**config.mk**
```make
export PLATFORM = sky130hd
export DESIGN_NAME = early_branch_unit
export DESIGN_NICKNAME = d
export VERILOG_FILES = /design/src/rtl/ebu_pkg.sv /design/src/rtl/ebu_operand_fwd.sv /design/src/rtl/ebu_hazard.sv /design/src/rtl/ebu_cond_eval.sv /design/src/rtl/early_branch_unit.sv
export SDC_FILE = /design/constraint.sdc
export NUM_CORES = 1
export LEC_CHECK = 0
export ABC_CLOCK_PERIOD_IN_PS = 21600
export CAP_MARGIN = 20
export CORE_UTILIZATION = 50
export CTS_CLUSTER_DIAMETER = 120
export DETAILED_ROUTE_END_ITERATION = 12
export DONT_BUFFER_PORTS = 1
export PLACE_DENSITY = 0.64
export SETUP_SLACK_MARGIN = 0.4
export SYNTH_ARGS = -nofsm -noshare
export SYNTH_HDL_FRONTEND = slang
export SYNTH_SLANG_ARGS = --single-unit
```
**constraint.sdc**
```tcl
create_clock -name clk -period 21.6 [get_ports clk]
set_input_delay 5.4 -clock clk [delete_from_list [all_inputs] [get_ports clk]]
set_output_delay 5.4 -clock clk [all_outputs]
set_load 0.005 [all_outputs]
```
**src/rtl/ebu_pkg.sv**
```systemverilog
package ebu_pkg;

    typedef enum logic [1:0] {
        BR_NONE = 2'b00,
        BR_EQZ  = 2'b01,
        BR_NEZ  = 2'b10,
        BR_EQ   = 2'b11
    } br_kind_e;

    typedef struct packed {
        logic flush;
    } ebu_state_t;

endpackage

```
**src/rtl/ebu_operand_fwd.sv**
```systemverilog
module ebu_operand_fwd #(
    parameter int XLEN = 32,
    parameter int RA_W = 5
) (
    input  logic [RA_W-1:0] sel,
    input  logic [XLEN-1:0] file_val,
    input  logic            mem_valid,
    input  logic            mem_we,
    input  logic            mem_is_load,
    input  logic [RA_W-1:0] mem_rd,
    input  logic [XLEN-1:0] mem_val,
    input  logic            wb_valid,
    input  logic            wb_we,
    input  logic [RA_W-1:0] wb_rd,
    input  logic [XLEN-1:0] wb_val,
    output logic [XLEN-1:0] val
);
    logic nonzero;
    logic mem_hit;
    logic wb_hit;

    always_comb begin
        nonzero = (sel != '0);
        mem_hit = nonzero && mem_valid && mem_we && !mem_is_load && (mem_rd == sel);
        wb_hit  = nonzero && wb_valid && wb_we && (wb_rd == sel);
        if (mem_hit) begin
            val = mem_val;
        end else if (wb_hit) begin
            val = wb_val;
        end else begin
            val = file_val;
        end
    end
endmodule

```
**src/rtl/ebu_hazard.sv**
```systemverilog
module ebu_hazard #(
    parameter int RA_W  = 5,
    parameter int N_SRC = 2
) (
    input  logic [N_SRC-1:0]           need,
    input  logic [N_SRC-1:0][RA_W-1:0] src,
    input  logic                       ex_valid,
    input  logic                       ex_we,
    input  logic [RA_W-1:0]            ex_rd,
    input  logic                       mem_valid,
    input  logic                       mem_we,
    input  logic                       mem_is_load,
    input  logic [RA_W-1:0]            mem_rd,
    output logic                       stall
);
    logic [N_SRC-1:0] blocked;

    for (genvar i = 0; i < N_SRC; i++) begin : g_src
        logic ex_dep;
        logic ld_dep;
        always_comb begin
            ex_dep     = ex_valid && ex_we && (ex_rd == src[i]);
            ld_dep     = mem_valid && mem_we && mem_is_load && (mem_rd == src[i]);
            blocked[i] = need[i] && (src[i] != '0) && (ex_dep || ld_dep);
        end
    end

    assign stall = |blocked;
endmodule

```
**src/rtl/ebu_cond_eval.sv**
```systemverilog
module ebu_cond_eval #(
    parameter int XLEN = 32
) (
    input  ebu_pkg::br_kind_e kind,
    input  logic [XLEN-1:0]   a,
    input  logic [XLEN-1:0]   b,
    output logic              taken
);
    import ebu_pkg::*;

    logic a_zero;
    logic same;

    always_comb begin
        a_zero = (a == '0);
        same   = (a == b);
        unique case (kind)
            BR_EQZ:  taken = a_zero;
            BR_NEZ:  taken = !a_zero;
            BR_EQ:   taken = same;
            default: taken = 1'b0;
        endcase
    end
endmodule

```
**src/rtl/early_branch_unit.sv**
```systemverilog
module early_branch_unit #(
    parameter int XLEN  = 32,
    parameter int RA_W  = 5,
    parameter int OFF_W = 16
) (
    input  logic             clk,
    input  logic             rst_n,
    input  logic             id_valid,
    input  logic [1:0]       id_kind,
    input  logic [RA_W-1:0]  id_rs,
    input  logic [RA_W-1:0]  id_rt,
    input  logic [XLEN-1:0]  id_pc,
    input  logic [OFF_W-1:0] id_offset,
    input  logic             id_pred_taken,
    input  logic [XLEN-1:0]  rf_rs_data,
    input  logic [XLEN-1:0]  rf_rt_data,
    input  logic             ex_valid,
    input  logic             ex_we,
    input  logic [RA_W-1:0]  ex_rd,
    input  logic             mem_valid,
    input  logic             mem_we,
    input  logic             mem_is_load,
    input  logic [RA_W-1:0]  mem_rd,
    input  logic [XLEN-1:0]  mem_alu_res,
    input  logic             wb_valid,
    input  logic             wb_we,
    input  logic [RA_W-1:0]  wb_rd,
    input  logic [XLEN-1:0]  wb_data,
    output logic             stall,
    output logic             redirect,
    output logic [XLEN-1:0]  redirect_pc,
    output logic             flush
);
    import ebu_pkg::*;

    localparam int N_SRC = 2;
    localparam int EXT_W = XLEN - OFF_W - 2;

    ebu_state_t st_d;
    ebu_state_t st_q;

    br_kind_e                   kind;
    logic                       live;
    logic [N_SRC-1:0]           need;
    logic [N_SRC-1:0][RA_W-1:0] src;
    logic [N_SRC-1:0][XLEN-1:0] file_vals;
    logic [N_SRC-1:0][XLEN-1:0] opnd;
    logic                       hz_stall;
    logic                       taken;
    logic [XLEN-1:0]            seq_pc;
    logic [XLEN-1:0]            tgt_pc;

    always_comb begin
        kind         = br_kind_e'(id_kind);
        live         = id_valid && (kind != BR_NONE) && !st_q.flush;
        need[0]      = live;
        need[1]      = live && (kind == BR_EQ);
        src[0]       = id_rs;
        src[1]       = id_rt;
        file_vals[0] = rf_rs_data;
        file_vals[1] = rf_rt_data;
    end

    for (genvar i = 0; i < N_SRC; i++) begin : g_fwd
        ebu_operand_fwd #(
            .XLEN (XLEN),
            .RA_W (RA_W)
        ) u_fwd (
            .sel         (src[i]),
            .file_val    (file_vals[i]),
            .mem_valid   (mem_valid),
            .mem_we      (mem_we),
            .mem_is_load (mem_is_load),
            .mem_rd      (mem_rd),
            .mem_val     (mem_alu_res),
            .wb_valid    (wb_valid),
            .wb_we       (wb_we),
            .wb_rd       (wb_rd),
            .wb_val      (wb_data),
            .val         (opnd[i])
        );
    end

    ebu_hazard #(
        .RA_W  (RA_W),
        .N_SRC (N_SRC)
    ) u_hazard (
        .need        (need),
        .src         (src),
        .ex_valid    (ex_valid),
        .ex_we       (ex_we),
        .ex_rd       (ex_rd),
        .mem_valid   (mem_valid),
        .mem_we      (mem_we),
        .mem_is_load (mem_is_load),
        .mem_rd      (mem_rd),
        .stall       (hz_stall)
    );

    ebu_cond_eval #(
        .XLEN (XLEN)
    ) u_cond (
        .kind  (kind),
        .a     (opnd[0]),
        .b     (opnd[1]),
        .taken (taken)
    );

    // Next-PC select and redirect decision; flush is registered from it.
    always_comb begin
        st_d        = st_q;
        seq_pc      = id_pc + XLEN'(4);
        tgt_pc      = seq_pc + {{EXT_W{id_offset[OFF_W-1]}}, id_offset, 2'b00};
        redirect_pc = taken ? tgt_pc : seq_pc;
        stall       = hz_stall;
        redirect    = live && !hz_stall && (taken != id_pred_taken);
        st_d.flush  = redirect;
    end

    always_ff @(posedge clk) begin
        if (!rst_n) begin
            st_q <= '0;
        end else begin
            st_q <= st_d;
        end
    end

    assign flush = st_q.flush;
endmodule

```
==> flow_metrics.env <==
export IMPL_status="completed"
export IMPL_design_area_um2=5444
export IMPL_crit_start="mem_is_load"
export IMPL_synth_seq_cells=1
export IMPL_core_area_um2=10420
export IMPL_critical_path_endpoint_type="primary output"
export IMPL_wl_met2_mm=9.165
export IMPL_netlist_instances=765
export IMPL_synth_nets=1010
export IMPL_initial_core_util=0.5188
export IMPL_maxSlewHeadroom=0.3764
export IMPL_yosysMostFrequentCell="nand4_1"
export IMPL_wl_met1_mm=7.803
export IMPL_worstSkewPairLatency_ns=0
export IMPL_synth_avg_cell_area_um2=7.064
export IMPL_hold_buffers=0
export IMPL_placed_cells=862
export IMPL_required_ns=16.20
export IMPL_cts_reportedPaths_clkPinSlew_ns=0
export IMPL_die_area_um2=11230
export IMPL_postCtsSetupBuffers=0
export IMPL_wl_per_cell_um=22.62
export IMPL_largest_reg_flops=1
export IMPL_syn_cell_area_um2=5404
export IMPL_worst_slew_pin_slew_ns=0.9354
export IMPL_ys_warn_count=0
export IMPL_area_growth_pct=0.7409
export IMPL_antenna_cells=0
export IMPL_path_max_fanout=35
export IMPL_fmaxAchievable_mhz=65.41
export IMPL_dr_first_iter_drc_count=655
export IMPL_grt_pass1_vias=6012
export IMPL_die_h_um=106.0
export IMPL_cp_slowest_stage_delay_ns=0.72
export IMPL_pin_count=249
export IMPL_timing_final_crit_period_ns=15.29
export IMPL_setup_slack_ns=6.312
export IMPL_crit_arrival_ns=9.89
export IMPL_synth_common_cells="nand4_1 (66), xnor2_1 (60), xor2_1 (46), a21oi_1 (44), o31ai_1 (42)"
export IMPL_ctsResizeCount=0
export IMPL_detailed_place_area_um2=5444
export IMPL_hold_violations=0
export IMPL_worstSetupPathType="input pin to primary output"
export IMPL_synth_lib_cells_used_distinct=65
export IMPL_hold_path_class="flop to flop"
export IMPL_reg2reg_from="flush$_SDFF_PN0_"
export IMPL_drt_first_pass_iters=8
export IMPL_cap_violations=0
export IMPL_via_per_inst=7.430
export IMPL_top_layer="met4"
export IMPL_fin_util=0.5226
export IMPL_grt_start_max_net_pins=36
export IMPL_async_reset_ff_frac=0
export IMPL_final_nets=973
export IMPL_skew_ns=0
export IMPL_yosysSeqAreaShare=0.003705
export IMPL_synth_top_area_frac=0.09724
export IMPL_dp_slack_ns=6.412
export IMPL_holdWs_ns=0.8574
export IMPL_p_leak_nw=1.694
export IMPL_synth_ff_type="dfxtp_1"
export IMPL_met3_length_mm=2.178
export IMPL_min_delay_start="flush$_SDFF_PN0_"
export IMPL_grt_first_pass_wirelength_mm=30.16
export IMPL_final_period_utilization=0.7078
export IMPL_dp_hpwl_mm=15.11
export IMPL_yosysTopAreaCell="xnor2_1"
export IMPL_rsz0062_at_grt="false"
export IMPL_ant_nets=0
export IMPL_power_density_nw_per_um2=20.96
export IMPL_fp_dieW_um=106.0
export IMPL_antenna_found_initial=0
export IMPL_portBuffers=0
export IMPL_gr_usage_all_layers=0.3231
export IMPL_drive_above_1_share=0.07851
export IMPL_start_kind="input pin"
export IMPL_synthTopCellsByArea="xnor2_1 (9.7%), nand4_1 (7.6%), xor2_1 (7.5%), ha_1 (6.9%), o31ai_1 (5.8%)"
export IMPL_finalWirelength_mm=19.50
export IMPL_finalPower_mw=0.1141
export IMPL_slew_violations=0
export IMPL_grt_overflow_total=0
export IMPL_path_cells="and3b_1, nand4_1, or2_1, buf_4, a31oi_1, xor2_1, or4_1, nor4_1, a31oi_1, nor3_4, buf_4, mux2_2"
export IMPL_setup_viol=0
export IMPL_fin_cells=862
export IMPL_drc_errors=0
export IMPL_gp_congestion=0.9664
export IMPL_synth_edf_count=0
export IMPL_ir_drop_mv=0.01365
export IMPL_dr_total_vias=6405
export IMPL_finalSetupTns_ns=0
export IMPL_crit_slowest_cell="nand4_1"
export IMPL_row_count=37
## cell families after synthesis
family,count (synthesis),share of synthesized area
simple gates,272,0.2806
compound gates,229,0.3024
xor+xnor,106,0.1718
buf+inv,71,0.05997
mux,55,0.1084
fa+ha+maj,31,0.07317
flops,1,0.003705
## critical path, delay by kind of cell
kind	cells	cell delay (ns)
AO/OA/AOI/OAI	2	0.65
XOR/XNOR	1	0.11
buffers and inverters	2	0.66
multiplexers	1	0.42
AND/OR/NAND/NOR	6	2.64
## metal layers
layer	global-route usage	vias up
met2	0.5612	437
met4	0.05159	0
met5	0	-
met1	0.4154	2961
met3	0.06744	39
li1	-	2968
## where the power goes
part           switching [mW]  leakage, nW  internal, mW
clock network               0            0             0
logic                  0.0641         1.69        0.0480
registers           0.0000551      0.00817       0.00198
total                  0.0641         1.69        0.0500
## placed cells by master (no fill, tap or decap), types with 9 or more instances in the layout
| master | Yosys | layout |
|---|---|---|
| nor2_1 | 37 | 36 |
| mux2_1 | 9 | 9 |
| nand3_1 | 23 | 23 |
| nand2_1 | 31 | 31 |
| nand4_1 | 66 | 66 |
| mux2_2 | 19 | 19 |
| a21oi_1 | 44 | 44 |
| o31ai_1 | 42 | 42 |
| nor2b_1 | 9 | 9 |
| xnor2_1 | 60 | 60 |
| nor4_1 | 24 | 22 |
| inv_1 | 19 | 19 |
| buf_4 | 6 | 12 |
| o22ai_1 | 9 | 9 |
| o21ai_0 | 19 | 19 |
| a221oi_1 | 12 | 12 |
| ha_1 | 30 | 30 |
| a31oi_1 | 36 | 36 |
| or4_1 | 9 | 9 |
| nor3_1 | 37 | 37 |
| xor2_1 | 46 | 46 |
| mux2i_1 | 27 | 27 |
## worst paths after layout
path,slack (ns),depth (start not counted),end
max,6.31,12,redirect_pc[11]
min reg2reg,0.86,5,flush$_SDFF_PN0_
max reg2reg,20.12,5,flush$_SDFF_PN0_
min,0.86,5,flush$_SDFF_PN0_
## cell type report
cell class | instances | area (um2)
sequential | 1 | 20.02
fill | 1053 | 4972
multi-input combinational | 693 | 5081
tap | 136 | 170.2
timing repair buffer | 13 | 101.3
inverter | 19 | 71.32
Note: power is estimated with default switching activity, not from simulation.
